`src/rtl/tlbp_pkg.sv`:
```
package tlbp_pkg;

  localparam int STROBE_SLOT_W = 8;
  localparam int FLAG_W        = 4;

  // Bit positions inside a half's flag nibble
  localparam int FLG_VALID  = 0;
  localparam int FLG_DIRTY  = 1;
  localparam int FLG_NOEXEC = 2;
  localparam int FLG_NOREAD = 3;

  typedef enum logic [1:0] {
    ACC_FETCH = 2'd0,
    ACC_LOAD  = 2'd1,
    ACC_STORE = 2'd2,
    ACC_LOAD2 = 2'd3
  } tlbp_access_e;

  typedef enum logic [2:0] {
    RES_MATCH    = 3'd0,
    RES_NOMATCH  = 3'd1,
    RES_INVALID  = 3'd2,
    RES_MODIFIED = 3'd3,
    RES_EXEC_INH = 3'd4,
    RES_READ_INH = 3'd5
  } tlbp_result_e;

  // Strobes from control to datapath
  typedef struct packed {
    logic                     wrCommit;
    logic [STROBE_SLOT_W-1:0] wrSlot;
    logic [STROBE_SLOT_W-1:0] pickSlot;
  } tlbp_strobe_t;

endpackage

```
`src/rtl/tlbp_datapath.sv`:
```
module tlbp_datapath
  import tlbp_pkg::*;
#(
  parameter int NUM_ENTRIES = 16,
  parameter int VA_W        = 32,
  parameter int PA_W        = 32,
  parameter int ASID_W      = 8,
  parameter int PAGE_SHIFT  = 12
) (
  input  logic                               clk,
  input  logic                               rstN,
  input  tlbp_strobe_t                       strobes,
  input  logic [VA_W-PAGE_SHIFT-2:0]         wrVpn,
  input  logic [VA_W-PAGE_SHIFT-2:0]         wrMask,
  input  logic [ASID_W-1:0]                  wrAsid,
  input  logic                               wrGlobal,
  input  logic                               wrHwInv,
  input  logic [PA_W-PAGE_SHIFT-1:0]         wrPfnEven,
  input  logic [PA_W-PAGE_SHIFT-1:0]         wrPfnOdd,
  input  logic [FLAG_W-1:0]                  wrFlagsEven,
  input  logic [FLAG_W-1:0]                  wrFlagsOdd,
  input  logic [VA_W-1:0]                    vaddr,
  input  logic [ASID_W-1:0]                  curAsid,
  output logic [NUM_ENTRIES-1:0]             hitVec,
  output logic [FLAG_W-1:0]                  selFlags,
  output logic [PA_W-1:0]                    paddrRaw
);

  localparam int PAIR_SHIFT = PAGE_SHIFT + 1;
  localparam int VPN_W      = VA_W - PAIR_SHIFT;
  localparam int PFN_W      = PA_W - PAGE_SHIFT;
  localparam int IDX_W      = (NUM_ENTRIES > 1) ? $clog2(NUM_ENTRIES) : 1;

  logic [VPN_W-1:0]  eVpn    [NUM_ENTRIES];
  logic [VPN_W-1:0]  eMask   [NUM_ENTRIES];
  logic [ASID_W-1:0] eAsid   [NUM_ENTRIES];
  logic              eGlobal [NUM_ENTRIES];
  logic              eHwInv  [NUM_ENTRIES];
  logic [PFN_W-1:0]  ePfnE   [NUM_ENTRIES];
  logic [PFN_W-1:0]  ePfnO   [NUM_ENTRIES];
  logic [FLAG_W-1:0] eFlagsE [NUM_ENTRIES];
  logic [FLAG_W-1:0] eFlagsO [NUM_ENTRIES];

  // Slot storage and write port
  always_ff @(posedge clk) begin
    for (int e = 0; e < NUM_ENTRIES; e++) begin
      if (!rstN) begin
        eVpn[e]    <= '0;
        eMask[e]   <= '0;
        eAsid[e]   <= '0;
        eGlobal[e] <= 1'b0;
        eHwInv[e]  <= 1'b1;
        ePfnE[e]   <= '0;
        ePfnO[e]   <= '0;
        eFlagsE[e] <= '0;
        eFlagsO[e] <= '0;
      end else if (strobes.wrCommit && strobes.wrSlot == STROBE_SLOT_W'(e)) begin
        eVpn[e]    <= wrVpn;
        eMask[e]   <= wrMask;
        eAsid[e]   <= wrAsid;
        eGlobal[e] <= wrGlobal;
        eHwInv[e]  <= wrHwInv;
        ePfnE[e]   <= wrPfnEven;
        ePfnO[e]   <= wrPfnOdd;
        eFlagsE[e] <= wrFlagsEven;
        eFlagsO[e] <= wrFlagsOdd;
      end
    end
  end

  // Parallel tag compare, one comparator per slot
  logic [VA_W-1:0] cmpMask [NUM_ENTRIES];
  logic            oddHalf [NUM_ENTRIES];

  for (genvar g = 0; g < NUM_ENTRIES; g++) begin : g_slot
    logic [VA_W-1:0] slotBase;
    logic            idOk;
    assign cmpMask[g] = {eMask[g], {PAIR_SHIFT{1'b1}}};
    assign slotBase   = {eVpn[g], {PAIR_SHIFT{1'b0}}};
    assign idOk       = eGlobal[g] || (eAsid[g] == curAsid);
    assign hitVec[g]  = idOk && !eHwInv[g] &&
                        ((vaddr & ~cmpMask[g]) == (slotBase & ~cmpMask[g]));
    assign oddHalf[g] = |(vaddr & cmpMask[g] & ~(cmpMask[g] >> 1));
  end

  // Read out the slot chosen by control
  logic [IDX_W-1:0] pickIdx;
  logic [PFN_W-1:0] selPfn;
  logic [VA_W-1:0]  offsetBits;

  always_comb begin
    pickIdx    = strobes.pickSlot[IDX_W-1:0];
    selFlags   = oddHalf[pickIdx] ? eFlagsO[pickIdx] : eFlagsE[pickIdx];
    selPfn     = oddHalf[pickIdx] ? ePfnO[pickIdx]   : ePfnE[pickIdx];
    offsetBits = vaddr & (cmpMask[pickIdx] >> 1);
    paddrRaw   = {selPfn, {PAGE_SHIFT{1'b0}}} | PA_W'(offsetBits);
  end

endmodule

```
`src/rtl/tlbp_control.sv`:
```
module tlbp_control
  import tlbp_pkg::*;
#(
  parameter int NUM_ENTRIES = 16
) (
  input  logic                                          wrEn,
  input  logic [((NUM_ENTRIES > 1) ? $clog2(NUM_ENTRIES) : 1)-1:0] wrIdx,
  input  logic [NUM_ENTRIES-1:0]                        hitVec,
  input  logic [FLAG_W-1:0]                             selFlags,
  input  logic [1:0]                                    accType,
  output tlbp_strobe_t                                  strobes,
  output logic [2:0]                                    result,
  output logic                                          writable
);

  logic anyHit;

  // Write strobe and lowest-index pick
  always_comb begin
    strobes          = '0;
    strobes.wrCommit = wrEn;
    strobes.wrSlot   = STROBE_SLOT_W'(wrIdx);
    for (int e = NUM_ENTRIES - 1; e >= 0; e--) begin
      if (hitVec[e]) strobes.pickSlot = STROBE_SLOT_W'(e);
    end
    anyHit = |hitVec;
  end

  // Result decode in fixed priority order
  always_comb begin
    if (!anyHit)
      result = RES_NOMATCH;
    else if (!selFlags[FLG_VALID])
      result = RES_INVALID;
    else if (accType == ACC_FETCH && selFlags[FLG_NOEXEC])
      result = RES_EXEC_INH;
    else if (accType != ACC_FETCH && accType != ACC_STORE && selFlags[FLG_NOREAD])
      result = RES_READ_INH;
    else if (accType == ACC_STORE && !selFlags[FLG_DIRTY])
      result = RES_MODIFIED;
    else
      result = RES_MATCH;
    writable = (result == RES_MATCH) && selFlags[FLG_DIRTY];
  end

endmodule

```
`src/rtl/tlb_pair_lookup.sv`:
```
module tlb_pair_lookup
  import tlbp_pkg::*;
#(
  parameter int NUM_ENTRIES = 16,
  parameter int VA_W        = 32,
  parameter int PA_W        = 32,
  parameter int ASID_W      = 8,
  parameter int PAGE_SHIFT  = 12
) (
  input  logic                                          clk,
  input  logic                                          rstN,
  input  logic                                          wrEn,
  input  logic [((NUM_ENTRIES > 1) ? $clog2(NUM_ENTRIES) : 1)-1:0] wrIdx,
  input  logic [VA_W-PAGE_SHIFT-2:0]                    wrVpn,
  input  logic [VA_W-PAGE_SHIFT-2:0]                    wrMask,
  input  logic [ASID_W-1:0]                             wrAsid,
  input  logic                                          wrGlobal,
  input  logic                                          wrHwInv,
  input  logic [PA_W-PAGE_SHIFT-1:0]                    wrPfnEven,
  input  logic [PA_W-PAGE_SHIFT-1:0]                    wrPfnOdd,
  input  logic [3:0]                                    wrFlagsEven,
  input  logic [3:0]                                    wrFlagsOdd,
  input  logic [VA_W-1:0]                               vaddr,
  input  logic [ASID_W-1:0]                             curAsid,
  input  logic [1:0]                                    accType,
  output logic [2:0]                                    result,
  output logic [PA_W-1:0]                               paddr,
  output logic                                          writable
);

  tlbp_strobe_t            strobes;
  logic [NUM_ENTRIES-1:0]  hitVec;
  logic [FLAG_W-1:0]       selFlags;
  logic [PA_W-1:0]         paddrRaw;

  tlbp_datapath #(
    .NUM_ENTRIES(NUM_ENTRIES), .VA_W(VA_W), .PA_W(PA_W),
    .ASID_W(ASID_W), .PAGE_SHIFT(PAGE_SHIFT)
  ) i_datapath (
    .clk(clk), .rstN(rstN), .strobes(strobes),
    .wrVpn(wrVpn), .wrMask(wrMask), .wrAsid(wrAsid),
    .wrGlobal(wrGlobal), .wrHwInv(wrHwInv),
    .wrPfnEven(wrPfnEven), .wrPfnOdd(wrPfnOdd),
    .wrFlagsEven(wrFlagsEven), .wrFlagsOdd(wrFlagsOdd),
    .vaddr(vaddr), .curAsid(curAsid),
    .hitVec(hitVec), .selFlags(selFlags), .paddrRaw(paddrRaw)
  );

  tlbp_control #(
    .NUM_ENTRIES(NUM_ENTRIES)
  ) i_control (
    .wrEn(wrEn), .wrIdx(wrIdx), .hitVec(hitVec), .selFlags(selFlags),
    .accType(accType), .strobes(strobes), .result(result),
    .writable(writable)
  );

  // Address leaves the block only on a full translation
  assign paddr = (result == RES_MATCH) ? paddrRaw : '0;

endmodule

```
`config.mk`:
```
export PLATFORM = sky130hd
export DESIGN_NAME = tlb_pair_lookup
export DESIGN_NICKNAME = d
export VERILOG_FILES = /design/src/rtl/tlbp_pkg.sv /design/src/rtl/tlbp_datapath.sv /design/src/rtl/tlbp_control.sv /design/src/rtl/tlb_pair_lookup.sv
export SDC_FILE = /design/constraint.sdc
export NUM_CORES = 2
export LEC_CHECK = 0
export ABC_CLOCK_PERIOD_IN_PS = 14300
export BUFFER_PORTS_ARGS = -buffer_cell sky130_fd_sc_hd__buf_4
export CAP_MARGIN = 30
export CORE_ASPECT_RATIO = 1.25
export CORE_UTILIZATION = 48
export CTS_CLUSTER_SIZE = 14
export DETAILED_ROUTE_END_ITERATION = 8
export GPL_TIMING_DRIVEN = 0
export SLEW_MARGIN = 20
export SYNTH_ARGS = -nofsm -noshare
export SYNTH_HDL_FRONTEND = slang
export SYNTH_SLANG_ARGS = --single-unit
```
`constraint.sdc`:
```
create_clock -name clk -period 14.3 [get_ports clk]
set_input_delay 2.86 -clock clk [delete_from_list [all_inputs] [get_ports clk]]
set_output_delay 2.86 -clock clk [all_outputs]
set_load 0.005 [all_outputs]
```
==> results.yml <==
place:
  place_ws_ns: 0.6331
  place_hpwl_mm: 313.1
  place.gp.congestion: 1.086
  port_buffers: 154
  dp_cells: 8904
yosys:
  yosys.area.top_type: "edfxtp_1"
  synthAdderAreaFrac_pct: 0
  synthTopCellsByCount: "1,535 x edfxtp_1, 1,532 x and2_1, 835 x nand2_1"
  netlist_instances: 6512
  syn_area_sq_um: 76720
  ys_top_cells_by_area: "edfxtp_1 60%, and2_1 12%, xnor2_1 4.3%"
  synth_top_area_share_pct: 60.08
  syn_avg_cell_area_sq_um: 11.78
  synth-compound-area-share_pct: 6.593
  synth.yosys.seq_area_share_pct: 60.11
  synthMuxAreaShare_pct: 4.049
  ys_types: 77
  synth_edf_count: 1535
  yosysWarnings: 0
  syn_nets: 6657
  synth_flop_cell: "edfxtp_1"
  synth.ff_latch_count: 1536
  synth_most_common_cell: "edfxtp_1"
  async_reset_ff_share_pct: 0
  synth_top_family_by_area: "simple AND/OR/NAND/NOR gates"
  post_synth_xor_area_fraction_pct: 4.932
  synth_simple_gate_area_share_pct: 21.06
sta:
  finalWorstSetupSlack_ns: 0.1113
  layout_worst_path_cycle_share_pct: 99.22
  period_needed_ns: 14.19
  tightest_slew_ns: 1.208
  hold_violations: 0
  grt_setup_unrepaired: "no"
  setup_violations: 0
  slew_headroom_pct: 19.49
  fin_hold_ws_ns: 0.4943
  slew_viol_final: 0
  fin_skew_ns: 0
  max_clock_freq_mhz: 70.48
clock_tree:
  ctsHoldBuffers: 0
  numClockSinks: 1536
  h-tree-depth: 4
  clockBufferDepth: 3
  insertion_delay_ns: 0.85
  tritoncts: "yes"
  cts.repair.resized: 0
  clk_pin_slew_ns: 0.07
  root_buffer: "clkbuf_16"
  cts_made_buffers: 161
  post-cts-setup-buffers: 0
setup_path:
  cpPeakStageDelay_ns: 0.83
  cp_top_family: "buffers and inverters"
  arrival_ns: 11.33
  cp-start-kind: "input pin"
  crit_path_frequent_cell: "buf_4"
  crit_fanout: 10
  reg2reg_setup_slack_ns: 13.70
  path_cells: "buf_4 > buf_4 > xor2_1 > nor4_1 > a41o_1 > nand4_1 > inv_1 > a311o_1 > a21o_2 > buf_4 > buf_4 > buf_2 > buf_2 > buf_2 > nand2_1 > nand3_1 > nand3_1 > a31o_2 > nor4_1 > buf_4"
  critPathBufInv: 9
  criticalPathCategory: "input pin to primary output"
  cp_data_required_time_ns: 11.44
  critical-path-slowest-cell: "nand4_1"
  cp-end-kind: "primary output"
die:
  rows: 163
  top_level_ports: 181
  start_util_pct: 48.48
  core_sq_um: 158300
  dieWidth_um: 359.6
  die_area_sq_um: 161500
  die_h_um: 449.0
layout:
  seq_area_sq_um: 46110
  multi_input_area_sq_um: 28400
  fin_nets: 7167
  fillCellCount: 13400
  drive_gt1_share_pct: 13.76
  instances_no_fill: 9299
  area_growth_pct: 17.18
flow_run:
  maxCapViolations: 0
grt:
  grt-ovfl-total: 0
  antenna_found_initial: 74
  grt_util_all_layers_pct: 50.94
  grt_start_max_net_pins: 26
  grt_pass1_vias: 57390
  grt_pass1_wl_mm: 538.7
drt:
  wl_per_cell_um: 44.91
  dr_total_vias: 63270
  drc_errors: 0
  drtAntennaViolNets: 0
  firstDrtPassIters: 6
  vias_per_cell: 6.804
  routed_wl_mm: 417.6
  first_iter_violations: 11510
outcome:
  run_status: "complete, no violations"
pwr:
  peakVddDrop_mv: 0.1446
  power_density_nw_per_um2: 123.4
  leakage_nw: 32.74
  total_power_mw: 11.09
worst_hold_path:
  hold_class: "flop to flop"
==> final timing paths <==
check                                                end  depth (start not counted)                      from
worst min-delay path            i_datapath.eGlobal[1][0]                          2  i_datapath.eGlobal[1][0]
worst max register to register  i_datapath.eGlobal[1][0]                          2  i_datapath.eGlobal[1][0]
worst max-delay path                           paddr[24]                         20                curAsid[1]
worst min register to register  i_datapath.eGlobal[1][0]                          2  i_datapath.eGlobal[1][0]
==> state kept, by name (all words and copies together) (netlist names) <==
signal / count
i_datapath.eAsid: 128
i_datapath.eFlagsO: 64
i_datapath.ePfnO: 320
i_datapath.eFlagsE: 64
i_datapath.ePfnE: 320
i_datapath.eGlobal: 16
i_datapath.eMask: 304
i_datapath.eVpn: 304
i_datapath.eHwInv: 16
==> power breakdown <==
| part | internal [mW] | total [mW] | switching (mW) |
|---|---|---|---|
| logic | 0.415 | 1.33 | 0.919 |
| registers | 5.22 | 5.43 | 0.208 |
| clock network | 2.41 | 4.32 | 1.92 |
==> logic make-up after synthesis <==
logic type | after synthesis
xor gates and xnor gates | 432
muxes | 258
buffers and inverters | 549
DFF | 1536
and+or+nand+nor | 3004
AOI/OAI and AO/OA | 733
==> per-layer routing <==
metal  GRT usage, %  share of wire [%]  up-vias
met3          18.67                 14     1759
met2          71.74                 41     6013
met5         0.4753              0.066        -
li1               -                  -    24280
met1          60.75                 33    31190
met4          45.81                 11       24
==> through the flow <==
| step | cell area, sq um | utilization, % | TNS, ns |
|---|---|---|---|
| after floorplan | 76720 | - | 0 |
| after global placement | 80460 | 50.84 | -4519.78 |
| after detailed placement | 84250 | 53.24 | 0 |
| after CTS | 89460 | 56.53 | 0 |
| after global routing | 89740 | 56.70 | 0 |
| final | 89900 | 56.81 | 0 |
==> cells in the final DEF, fill, tap and decap left out, types with 50 or more instances in the layout <==
master,n
a21oi_1,82
and2_1,1532
buf_16,80
buf_2,127
buf_4,230
buf_6,59
clkbuf_1,282
clkbuf_16,168
clkbuf_2,62
diode_2,85
edfxtp_1,1535
mux2i_1,188
nand2_1,835
nand3_1,287
nor2_1,119
nor4_1,56
o21ai_0,50
o22ai_1,279
xnor2_1,376
xor2_1,56
==> final cells by class <==
cell class              count  area share, %
multi-input cells        4427          31.59
clock buffers             203          4.822
repair buffers            347          5.322
inverters                  27         0.1127
plain buffers             522          2.782
clock inverters            90         0.9700
well taps                2062          2.870
flip-flops and latches   1536          51.29
diodes                     85         0.2366
==> worst register-to-register path: stages (launching register included) <==
cell and delay [ns]:
dfxtp_1 0.34, inv_1 0.04, o21ai_0 0.14
(Power assumes the default switching activity.)
